File: src/rtl/bcs_pkg.sv
package bcs_pkg;

  localparam int CFG_W = 16;

  localparam logic [CFG_W-1:0] WAIT_RST_VAL  = 16'hFFFF;
  localparam logic [CFG_W-1:0] IDLE_RST_VAL  = 16'h3FF3;
  localparam logic [CFG_W-1:0] IDLE_WR_MASK  = 16'hBFF3;
  localparam int               WAIT_SEL_BIT  = 15;

  typedef enum logic [1:0] {
    ST_IDLE = 2'd0,
    ST_GAP  = 2'd1,
    ST_BUS  = 2'd2
  } seq_state_e;

  // Wait count of an area taken from the wait register; areas without a
  // field give zero.
  function automatic logic [2:0] wait_field(input logic [CFG_W-1:0] wreg,
                                            input int area);
    logic [2:0] val;
    case (area)
      0:       val = wreg[2:0];
      2:       val = {1'b0, wreg[4:3]};
      3:       val = {1'b0, wreg[6:5]};
      4:       val = wreg[9:7];
      5:       val = wreg[12:10];
      6:       val = wreg[15:13];
      default: val = 3'd0;
    endcase
    return val;
  endfunction

  // Idle code of an area from the idle register; areas without a field
  // give the code that means one idle cycle.
  function automatic logic [1:0] idle_code(input logic [CFG_W-1:0] ireg,
                                           input int area);
    logic [1:0] code;
    case (area)
      0:       code = ireg[1:0];
      2:       code = ireg[5:4];
      3:       code = ireg[7:6];
      4:       code = ireg[9:8];
      5:       code = ireg[11:10];
      6:       code = ireg[13:12];
      default: code = 2'b00;
    endcase
    return code;
  endfunction

  function automatic logic [2:0] idle_count(input logic [1:0] code);
    logic [2:0] n;
    case (code)
      2'b10:   n = 3'd2;
      2'b11:   n = 3'd3;
      default: n = 3'd1;
    endcase
    return n;
  endfunction

endpackage

File: src/rtl/bcs_rst_sync.sv
module bcs_rst_sync #(
  parameter int STAGES = 2
) (
  input  logic clk,
  input  logic arst_n,
  output logic srst_n
);

  logic [STAGES-1:0] sync_q;
  logic [STAGES-1:0] sync_d;

  generate
    if (STAGES == 1) begin : g_one
      assign sync_d = 1'b1;
    end else begin : g_chain
      assign sync_d = {sync_q[STAGES-2:0], 1'b1};
    end
  endgenerate

  always_ff @(posedge clk or negedge arst_n) begin
    if (!arst_n) begin
      sync_q <= '0;
    end else begin
      sync_q <= sync_d;
    end
  end

  assign srst_n = sync_q[STAGES-1];

endmodule

File: src/rtl/bcs_wait_sampler.sv
module bcs_wait_sampler (
  input  logic clk,
  input  logic rst_n,
  input  logic wait_in,
  output logic wait_smp
);

  logic smp_q;

  always_ff @(negedge clk or negedge rst_n) begin
    if (!rst_n) begin
      smp_q <= 1'b0;
    end else begin
      smp_q <= wait_in;
    end
  end

  assign wait_smp = smp_q;

endmodule

File: src/rtl/bcs_cfg_regs.sv
module bcs_cfg_regs
  import bcs_pkg::*;
#(
  parameter int NUM_AREAS = 7,
  parameter int AREA_W    = 3,
  parameter int CNT_W     = 3
) (
  input  logic              clk,
  input  logic              rst_n,
  input  logic              reg_we,
  input  logic              reg_addr,
  input  logic [CFG_W-1:0]  reg_wdata,
  output logic [CFG_W-1:0]  reg_rdata,
  input  logic [AREA_W-1:0] lk_area,
  output logic [CNT_W-1:0]  lk_wait,
  output logic [CNT_W-1:0]  lk_idle,
  output logic              wait_sel
);

  localparam int LUT_N = 1 << AREA_W;

  logic [CFG_W-1:0] wait_q, wait_d;
  logic [CFG_W-1:0] idle_q, idle_d;
  logic             wait_en, idle_en;

  logic [CNT_W-1:0] wait_tab [LUT_N];
  logic [CNT_W-1:0] idle_tab [LUT_N];

  // write decode and next values
  always_comb begin
    wait_en = reg_we && !reg_addr;
    idle_en = reg_we &&  reg_addr;
    wait_d  = reg_wdata;
    idle_d  = reg_wdata & IDLE_WR_MASK;
  end

  always_ff @(posedge clk or negedge rst_n) begin
    if (!rst_n) begin
      wait_q <= WAIT_RST_VAL;
      idle_q <= IDLE_RST_VAL;
    end else begin
      if (wait_en) begin
        wait_q <= wait_d;
      end
      if (idle_en) begin
        idle_q <= idle_d;
      end
    end
  end

  // per-area decode tables; codes beyond the populated areas behave as an
  // area without fields
  generate
    for (genvar a = 0; a < LUT_N; a++) begin : g_area
      if (a < NUM_AREAS) begin : g_live
        assign wait_tab[a] = CNT_W'(wait_field(wait_q, a));
        assign idle_tab[a] = CNT_W'(idle_count(idle_code(idle_q, a)));
      end else begin : g_none
        assign wait_tab[a] = '0;
        assign idle_tab[a] = CNT_W'(1);
      end
    end
  endgenerate

  assign lk_wait   = wait_tab[lk_area];
  assign lk_idle   = idle_tab[lk_area];
  assign wait_sel  = idle_q[WAIT_SEL_BIT];
  assign reg_rdata = reg_addr ? idle_q : wait_q;

endmodule

File: src/rtl/bcs_seq_fsm.sv
module bcs_seq_fsm
  import bcs_pkg::*;
#(
  parameter int AREA_W = 3,
  parameter int CNT_W  = 3
) (
  input  logic              clk,
  input  logic              rst_n,
  input  logic              man_rst_n,
  input  logic              req_valid,
  input  logic [AREA_W-1:0] req_area,
  input  logic              req_write,
  input  logic [CNT_W-1:0]  lk_wait,
  input  logic [CNT_W-1:0]  lk_idle,
  input  logic              wait_hold,
  output logic              req_ready,
  output logic              bus_active,
  output logic [AREA_W-1:0] bus_area,
  output logic              bus_write,
  output logic              done
);

  seq_state_e        state_q, state_d;
  logic [CNT_W-1:0]  gap_q, gap_d;
  logic [CNT_W-1:0]  wcnt_q, wcnt_d;
  logic [AREA_W-1:0] area_q;
  logic              write_q;
  logic              hist_v_q, hist_v_d;
  logic [AREA_W-1:0] hist_area_q;
  logic              hist_wr_q;

  logic accept;
  logic need_gap;
  logic wait_zero;
  logic gap_zero;
  logic cap_en;
  logic gap_en;
  logic wcnt_en;

  always_comb begin
    accept    = (state_q == ST_IDLE) && req_valid && man_rst_n;
    need_gap  = hist_v_q &&
                ((req_area != hist_area_q) || (req_write != hist_wr_q));
    wait_zero = (wcnt_q == '0);
    gap_zero  = (gap_q == '0);
  end

  // next-state logic
  always_comb begin
    state_d  = state_q;
    gap_d    = gap_q;
    wcnt_d   = wcnt_q;
    hist_v_d = hist_v_q;
    cap_en   = 1'b0;
    gap_en   = 1'b0;
    wcnt_en  = 1'b0;
    unique case (state_q)
      ST_IDLE: begin
        if (accept) begin
          cap_en   = 1'b1;
          wcnt_en  = 1'b1;
          wcnt_d   = lk_wait;
          hist_v_d = 1'b1;
          if (need_gap) begin
            state_d = ST_GAP;
            gap_en  = 1'b1;
            gap_d   = lk_idle - CNT_W'(1);
          end else begin
            state_d = ST_BUS;
          end
        end
      end
      ST_GAP: begin
        if (gap_zero) begin
          state_d = ST_BUS;
        end else begin
          gap_en = 1'b1;
          gap_d  = gap_q - CNT_W'(1);
        end
      end
      ST_BUS: begin
        if (!wait_zero) begin
          wcnt_en = 1'b1;
          wcnt_d  = wcnt_q - CNT_W'(1);
        end else if (!wait_hold) begin
          state_d = ST_IDLE;
        end
      end
      default: begin
        state_d = ST_IDLE;
      end
    endcase
    if (!man_rst_n) begin
      state_d  = ST_IDLE;
      hist_v_d = 1'b0;
    end
  end

  // registers
  always_ff @(posedge clk or negedge rst_n) begin
    if (!rst_n) begin
      state_q     <= ST_IDLE;
      gap_q       <= '0;
      wcnt_q      <= '0;
      area_q      <= '0;
      write_q     <= 1'b0;
      hist_v_q    <= 1'b0;
      hist_area_q <= '0;
      hist_wr_q   <= 1'b0;
    end else begin
      state_q  <= state_d;
      hist_v_q <= hist_v_d;
      if (gap_en) begin
        gap_q <= gap_d;
      end
      if (wcnt_en) begin
        wcnt_q <= wcnt_d;
      end
      if (cap_en) begin
        area_q      <= req_area;
        write_q     <= req_write;
        hist_area_q <= req_area;
        hist_wr_q   <= req_write;
      end
    end
  end

  assign req_ready  = (state_q == ST_IDLE);
  assign bus_active = (state_q == ST_BUS);
  assign bus_area   = area_q;
  assign bus_write  = write_q;
  assign done       = (state_q == ST_BUS) && wait_zero && !wait_hold;

endmodule

File: src/rtl/bcs_strobe_gen.sv
module bcs_strobe_gen #(
  parameter int NUM_AREAS = 7,
  parameter int AREA_W    = 3
) (
  input  logic                 bus_active,
  input  logic [AREA_W-1:0]    bus_area,
  input  logic                 bus_write,
  output logic [NUM_AREAS-1:0] cs_n,
  output logic                 rd_n,
  output logic                 wr_n
);

  generate
    for (genvar i = 0; i < NUM_AREAS; i++) begin : g_cs
      assign cs_n[i] = !(bus_active && (bus_area == AREA_W'(i)));
    end
  endgenerate

  assign rd_n = !(bus_active && !bus_write);
  assign wr_n = !(bus_active &&  bus_write);

endmodule

File: src/rtl/bus_cycle_seq.sv
module bus_cycle_seq
  import bcs_pkg::*;
#(
  parameter int NUM_AREAS   = 7,
  parameter int CNT_W       = 3,
  parameter int SYNC_STAGES = 2,
  localparam int AREA_W     = $clog2(NUM_AREAS)
) (
  input  logic                 clk,
  input  logic                 rst_n,
  input  logic                 man_rst_n,
  input  logic                 reg_we,
  input  logic                 reg_addr,
  input  logic [CFG_W-1:0]     reg_wdata,
  output logic [CFG_W-1:0]     reg_rdata,
  input  logic                 req_valid,
  input  logic [AREA_W-1:0]    req_area,
  input  logic                 req_write,
  output logic                 req_ready,
  input  logic                 ext_wait,
  output logic [NUM_AREAS-1:0] cs_n,
  output logic                 rd_n,
  output logic                 wr_n,
  output logic                 done
);

  logic              rst_int_n;
  logic [CNT_W-1:0]  lk_wait;
  logic [CNT_W-1:0]  lk_idle;
  logic              wait_sel;
  logic              wait_smp;
  logic              wait_hold;
  logic              bus_active;
  logic [AREA_W-1:0] bus_area;
  logic              bus_write;

  bcs_rst_sync #(.STAGES(SYNC_STAGES)) u_rst_sync (
    .clk    (clk),
    .arst_n (rst_n),
    .srst_n (rst_int_n)
  );

  bcs_cfg_regs #(
    .NUM_AREAS (NUM_AREAS),
    .AREA_W    (AREA_W),
    .CNT_W     (CNT_W)
  ) u_cfg (
    .clk       (clk),
    .rst_n     (rst_int_n),
    .reg_we    (reg_we),
    .reg_addr  (reg_addr),
    .reg_wdata (reg_wdata),
    .reg_rdata (reg_rdata),
    .lk_area   (req_area),
    .lk_wait   (lk_wait),
    .lk_idle   (lk_idle),
    .wait_sel  (wait_sel)
  );

  bcs_wait_sampler u_wait (
    .clk      (clk),
    .rst_n    (rst_int_n),
    .wait_in  (ext_wait),
    .wait_smp (wait_smp)
  );

  assign wait_hold = wait_sel && wait_smp;

  bcs_seq_fsm #(
    .AREA_W (AREA_W),
    .CNT_W  (CNT_W)
  ) u_fsm (
    .clk        (clk),
    .rst_n      (rst_int_n),
    .man_rst_n  (man_rst_n),
    .req_valid  (req_valid),
    .req_area   (req_area),
    .req_write  (req_write),
    .lk_wait    (lk_wait),
    .lk_idle    (lk_idle),
    .wait_hold  (wait_hold),
    .req_ready  (req_ready),
    .bus_active (bus_active),
    .bus_area   (bus_area),
    .bus_write  (bus_write),
    .done       (done)
  );

  bcs_strobe_gen #(
    .NUM_AREAS (NUM_AREAS),
    .AREA_W    (AREA_W)
  ) u_strobe (
    .bus_active (bus_active),
    .bus_area   (bus_area),
    .bus_write  (bus_write),
    .cs_n       (cs_n),
    .rd_n       (rd_n),
    .wr_n       (wr_n)
  );

endmodule

File: config.mk
export PLATFORM = sky130hd
export DESIGN_NAME = bus_cycle_seq
export DESIGN_NICKNAME = d
export VERILOG_FILES = /design/src/rtl/bcs_pkg.sv /design/src/rtl/bcs_rst_sync.sv /design/src/rtl/bcs_wait_sampler.sv /design/src/rtl/bcs_cfg_regs.sv /design/src/rtl/bcs_seq_fsm.sv /design/src/rtl/bcs_strobe_gen.sv /design/src/rtl/bus_cycle_seq.sv
export SDC_FILE = /design/constraint.sdc
export NUM_CORES = 1
export LEC_CHECK = 0
export BUFFER_PORTS_ARGS = -buffer_cell sky130_fd_sc_hd__clkbuf_2
export CAP_MARGIN = 30
export CORE_MARGIN = 3
export CORE_UTILIZATION = 45
export DETAILED_ROUTE_END_ITERATION = 12
export HOLD_SLACK_MARGIN = 0.15
export PLACE_DENSITY_LB_ADDON = 0.25
export SLEW_MARGIN = 20
export SYNTH_ARGS = -nofsm -noshare
export SYNTH_HDL_FRONTEND = slang
export SYNTH_SLANG_ARGS = --single-unit
File: constraint.sdc
create_clock -name clk -period 1.5 [get_ports clk]
set_input_delay 0.225 -clock clk [delete_from_list [all_inputs] [get_ports clk]]
set_output_delay 0.225 -clock clk [all_outputs]
set_load 0.01 [all_outputs]
==> results of run 1 <==
routing by layer:
metal,vias to the layer above,global-route usage (%),share of wire (%)
met5,-,0,0
met4,0,4.98,1.3
met3,10,4.18,4.3
met2,50,32.6,50
met1,940,25.8,45
li1,926,-,-
worst max path at each step:
stage	slack, ns	to	startpoint	depth (start not counted)
floorplan	-0.13	u_fsm.gap_q[2]	u_cfg.idle_q[11]	7
global placement	-0.23	u_fsm.gap_q[2]	req_area[0]	9
detailed placement	-0.30	u_fsm.gap_q[2]	req_area[0]	10
CTS	-0.49	done	u_wait.wait_smp	3
global route	-0.55	done	u_wait.wait_smp	3
finish	-0.52	done	u_wait.wait_smp	3
repair_timing:
item	4_1_cts	5_1_grt
gates resized for setup	28	15
endpoints found under the hold margin	2	0
cloned	0	1
setup buffers	10	1
hold buffers	1	0
pin swaps	13	11
endpoints found under the setup margin	14	24
state kept, by name, indices dropped and copies added (netlist names), 2 cells and up:
name,flops
u_cfg.idle_q,13
u_cfg.wait_q,16
u_fsm.bus_area,3
u_fsm.gap_q,3
u_fsm.state_q,2
u_fsm.wcnt_q,3
u_rst_sync.sync_q,2
cells by family after synthesis:
logic type / count (synthesis) / share of synthesized area (%)
buf+inv: 15 / 2.73
flops: 45 / 47.8
fa+ha+maj: 3 / 1.55
other cells: 1 / 0.154
compound gates: 31 / 10.6
simple gates: 47 / 10.3
mux: 54 / 25.0
xor+xnor: 5 / 1.80
final cells by class:
type                       count  area, µm²  share of cell area (%)
multi-input combinational    141       1350                    39.1
sequential                    45       1160                    33.7
timing repair buffer         103        717                    20.8
tap                           70       87.6                    2.54
clock buffer                   7       86.3                    2.50
clock inverter                 1       30.0                   0.871
inverter                       5       18.8                   0.544
per-stage QoR:
| stage | total power, mW | util (%) | hold WS (ns) | instance area, µm² |
|---|---|---|---|---|
| after detailed placement | 3.13 | 59.6 | 0.0155 | 3080 |
| after floorplan | 2.58 | - | -0.0706 | 2480 |
| after global placement | 3.09 | 59.6 | 0.0124 | 3080 |
| after global routing | 4.58 | 66.7 | 0.154 | 3450 |
| after CTS | 4.25 | 65.3 | 0.155 | 3380 |
| final | 4.33 | 66.7 | 0.153 | 3450 |
layout by cell type, fill, tap and decap left out, types with 2 or more instances in the layout:
cell type,netlist,final
nand3_2,0,4
o31a_1,2,2
nor2b_1,12,9
a221o_1,2,2
clkbuf_2,0,48
buf_2,8,2
o21a_1,2,2
and3_4,0,2
mux2_4,1,5
a21oi_1,6,5
inv_1,5,5
a211oi_1,4,4
nor2_4,0,3
clkbuf_8,0,6
xor2_1,5,5
mux2i_1,4,4
buf_6,0,11
buf_4,0,39
nand2_1,12,11
dfstp_2,28,28
nor2b_4,0,3
ha_1,3,2
dfrtp_1,16,15
mux2_2,49,45
o211ai_1,3,3
nor3_1,2,2
nor2_1,8,5
worst max-delay path: stages, from the launching register on:
cell and delay [ns]:
dfrtn_1 0.40, nand2_2 0.07, and3_4 0.16, buf_6 0.11
power by group through the flow:
| stage | clock, mW | sequential [mW] | combinational (mW) |
|---|---|---|---|
| after floorplan | 0 | 1.75 | 0.836 |
| after global placement | 0 | 1.75 | 1.34 |
| after detailed placement | 0 | 1.76 | 1.37 |
| after CTS | 0.968 | 1.75 | 1.54 |
| after global routing | 1.01 | 1.80 | 1.77 |
| final | 0.953 | 1.76 | 1.62 |
==> impl_metrics.tcl, run 1 <==
set metrics [dict create \
    min_from "reg_wdata[2]" \
    postSynthCellCount 201 \
    maxCapViolations 0 \
    gp_congestion 0.781 \
    yosys.area.top_type "dfstp_2" \
    synth_seq_cells 45 \
    synth_edf_count 0 \
    crit_type "reg -> out" \
    final_nets 331 \
    p_leak_nw 1.52 \
    powerDensity_nw_per_um2 1250 \
    syn_area_per_cell_um2 12.1 \
    grt_max_degree 43 \
    hold_path.class "in -> reg" \
    swShare_pct 31.1 \
    end_kind "output pin" \
    vias_per_cell 5.18 \
    violations "setup timing" \
    yosysMostFrequentCell "mux2_2" \
    drtPass1Iterations 4 \
    slew_violations 0 \
    cts_made_buffers 5 \
    routedWlPerCell_um 15.7 \
    finalSetupViolCount 15 \
    wl_um 5850 \
    place.port_buffers 53 \
    start_util_pct 46.9 \
    ant_nets 0 \
    yosysUniqueCellTypes 41 \
    core_um2 5170 \
    antenna_found_initial 0 \
    clockPowerShare_pct 22.0 \
    p_int_mw 2.98 \
    pwr-share-comb_pct 37.3 \
    drt-initial-drc-count 71 \
    nFillCells 407 \
    vias 1926 \
    fp.dieH_um 79.4 \
    reg2reg_to "u_fsm.state_q[1]" \
    ys_seq_area_share_pct 47.8 \
    crit_required_ns 1.27 \
    relSlewSlack_pct 64.2 \
    syn-num-nets 231 \
    final_cells 372 \
    syn-cell-area_um2 2430 \
    cts_tree "built" \
    hold_path_end "u_cfg.wait_q[2]" \
    hpwlAfterDp_um 4080 \
    ys_top_cells_by_area "dfstp_2 (30%), mux2_2 (23%), dfrtp_1 (16%)" \
    skew_ns 0.0106 \
    fin_ws_ns -0.521 \
    power_frac_seq_pct 40.6 \
    grt_pass1_vias 1967 \
    overflow 0 \
    layout-drive-gt1-share_pct 69.2 \
    ioPinCount 54 \
    arrival_ns 1.80 \
    drc 0 \
    hold_viol 0 \
    clock_path_buffers 2 \
    crit_fanout 2 \
    cts-root-buf "clkbuf_8" \
    grt_first_pass_wirelength_um 9560 \
    status "finished, violations left" \
    place_ws_ns -0.300 \
    grt_use_total_pct 19.6 \
    path_clk_slew_ns 0.09 \
    synth_commonest_cells "mux2_2 (49), dfstp_2 (28), dfrtp_1 (16)" \
    rr_startpoint "u_wait.wait_smp" \
    ir_worst_vdd_mv 0.553 \
    yosys.area.top_type_share_pct 30.3 \
    rsz0062_at_grt "true" \
    dieArea_um2 6310 \
    n_antenna_cell 0 \
    ys.flop_type "dfstp_2" \
    cts.htree.levels 2 \
    rows 26 \
    hold_depth 2 \
    rrSetupSlack_ns -0.37 \
    r2r_cells 6 \
    setup_tns_ns -1.68 \
    cts_sinks 45 \
    dp.cells 356 \
    synthArstFlopShare_pct 100 \
    insertion_delay_ns 0.30 \
    tightest_slew_ns 0.537 \
    die_w_um 79.4 \
    areaGrowthSynthToFinish_pct 42.1 \
    yosysWarnings 0 \
    cp-start-kind "register" \
    netSwitchingPower_mw 1.35 \
]
No activity file was read; power rests on OpenSTA's default activity.
==> run 2, diff against run 1 <==
--- a/config.mk
+++ b/config.mk
@@ -12,6 +12,7 @@
 export DETAILED_ROUTE_END_ITERATION = 12
 export HOLD_SLACK_MARGIN = 0.15
 export PLACE_DENSITY_LB_ADDON = 0.25
+export RECOVER_POWER = 50
 export SLEW_MARGIN = 20
 export SYNTH_ARGS = -nofsm -noshare
 export SYNTH_HDL_FRONTEND = slang
==> run 2 against run 1 <==
Largest cell class unchanged. Global-route usage unchanged. First-iteration DRC count decreased by 1.4%. Total power decreased by 0.15%. Routed wire length about the same. Sequential cell count unchanged. Cell count unchanged. The flow still finishes with violations (setup timing). Clock power about the same.
==> impl_metrics.tcl, run 2 (same netlist as run 1, synthesis figures left out) <==
set metrics [dict create \
    hpwlAfterDp_um 4080 \
    hold_viol 0 \
    mostFrequentLayoutCell "clkbuf_2" \
    rows 26 \
    finalSetupViolCount 15 \
    arrival_ns 1.79 \
    total_power_mw 4.32 \
    layout_common_cells "clkbuf_2 (47), mux2_2 (45), buf_4 (36)" \
    grtUsageMet2_pct 32.6 \
    cts-root-buf "clkbuf_8" \
    grt.met1_usage_pct 25.8 \
    powerDensity_nw_per_um2 1260 \
    grt_use_total_pct 19.6 \
    ir_worst_vdd_mv 0.553 \
    grt_pass1_vias 1967 \
    r2r_cells 6 \
    whs_ns 0.153 \
    violations "setup timing" \
    setup_tns_ns -1.68 \
    cts.htree.levels 2 \
    path_clk_slew_ns 0.09 \
    drt-initial-drc-count 70 \
    regMostFlops "u_cfg.wait_q" \
    die_w_um 79.4 \
    status "finished, violations left" \
    n_antenna_cell 0 \
    cts_made_buffers 5 \
    grt_util_met3_pct 4.18 \
    routedWlPerCell_um 15.7 \
    crit_fanout 2 \
    busiest_layer "met2" \
    start_util_pct 46.9 \
    hold_depth 2 \
    ant_nets 0 \
    grt_max_degree 43 \
    end_kind "output pin" \
    layout-drive-gt1-share_pct 67.9 \
    maxCapViolations 0 \
    relSlewSlack_pct 29.6 \
    p_leak_nw 1.51 \
    wl_um 5850 \
    cp-start-kind "register" \
    dieArea_um2 6310 \
    slew_violations 0 \
    largest_reg_flops 16 \
    hold_path.class "in -> reg" \
    fin_ws_ns -0.520 \
    place_ws_ns -0.300 \
    clock_path_buffers 2 \
    crit_type "reg -> out" \
    overflow 0 \
    top_regs "u_cfg.wait_q (16), u_cfg.idle_q (13)" \
    crit_required_ns 1.27 \
    rsz0062_at_grt "true" \
    core_um2 5170 \
    antenna_found_initial 0 \
    tightest_slew_ns 1.06 \
    grt_first_pass_wirelength_um 9560 \
    cts_sinks 45 \
    final_core_util_pct 66.4 \
    vias 1921 \
    drc 0 \
    cts_tree "built" \
    place.port_buffers 53 \
    final_nets 331 \
    fp.dieH_um 79.4 \
    gp_congestion 0.781 \
    drtPass1Iterations 4 \
    areaGrowthSynthToFinish_pct 41.6 \
    insertion_delay_ns 0.30 \
    vias_per_cell 5.16 \
    skew_ns 0.0105 \
    ioPinCount 54 \
]
## run 2: cell types whose count changed in the layout (fill, tap and decap cells not counted), sizes merged
cell / before / now
clkbuf: 56 / 59
buf: 53 / 50
## run 2: routing by layer
metal / wire length, µm / vias up / part of all wire [%]
met5: 0 / - / 0
met4: 78 / 0 / 1.3
met3: 245 / 10 / 4.2
met2: 2900 / 50 / 50
met1: 2630 / 935 / 45
li1: - / 926 / -
## run 2: power breakdown
part	switching (mW)	total (mW)	internal (mW)	leakage, nW
registers	0.208	1.76	1.55	0.497
logic	0.728	1.61	0.883	0.952
clock network	0.408	0.951	0.543	0.0585
## run 2: final cells by class
type / count / area, µm²
inverters: 5 / 18.8
fillers: 408 / 1740
clock inverters: 1 / 30.0
well taps: 70 / 87.6
multi-input cells: 141 / 1350
flip-flops and latches: 45 / 1160
repair buffers: 103 / 704
clock buffers: 7 / 86.3
## run 2: worst max-delay path: stages, from the launching register on
cell	delay [ns]
dfrtn_1	0.40
nand2_2	0.07
and3_4	0.16
buf_6	0.11
## run 2: repair_timing
item                                    in CTS  in global routing
hold buffers                                 1                  0
setup buffers                               10                  1
pin swaps                                   13                 11
endpoints found under the setup margin      14                 24
gates resized for setup                     28                 15
hold endpoints to repair                     2                  0
cloned                                       0                  1
## run 2: worst paths after layout
kind | from | to | slack (ns)
max in group asynchronous | u_rst_sync.sync_q[1] | u_fsm.bus_area[1] | 0.26
setup reg to reg | u_wait.wait_smp | u_fsm.state_q[1] | -0.37
hold / removal | reg_wdata[2] | u_cfg.wait_q[2] | 0.15
setup / recovery | u_wait.wait_smp | done | -0.52
hold reg to reg | u_rst_sync.sync_q[0] | u_rst_sync.sync_q[1] | 0.35
min in group asynchronous | rst_n | u_rst_sync.sync_q[0] | 0.23
## run 2: per-stage QoR
stage / std cells / cell area (µm²)
floorplan: 201 / 2480
global placement: 356 / 3080
detailed placement: 356 / 3080
CTS: 371 / 3380
global route: 372 / 3440
finish: 372 / 3440
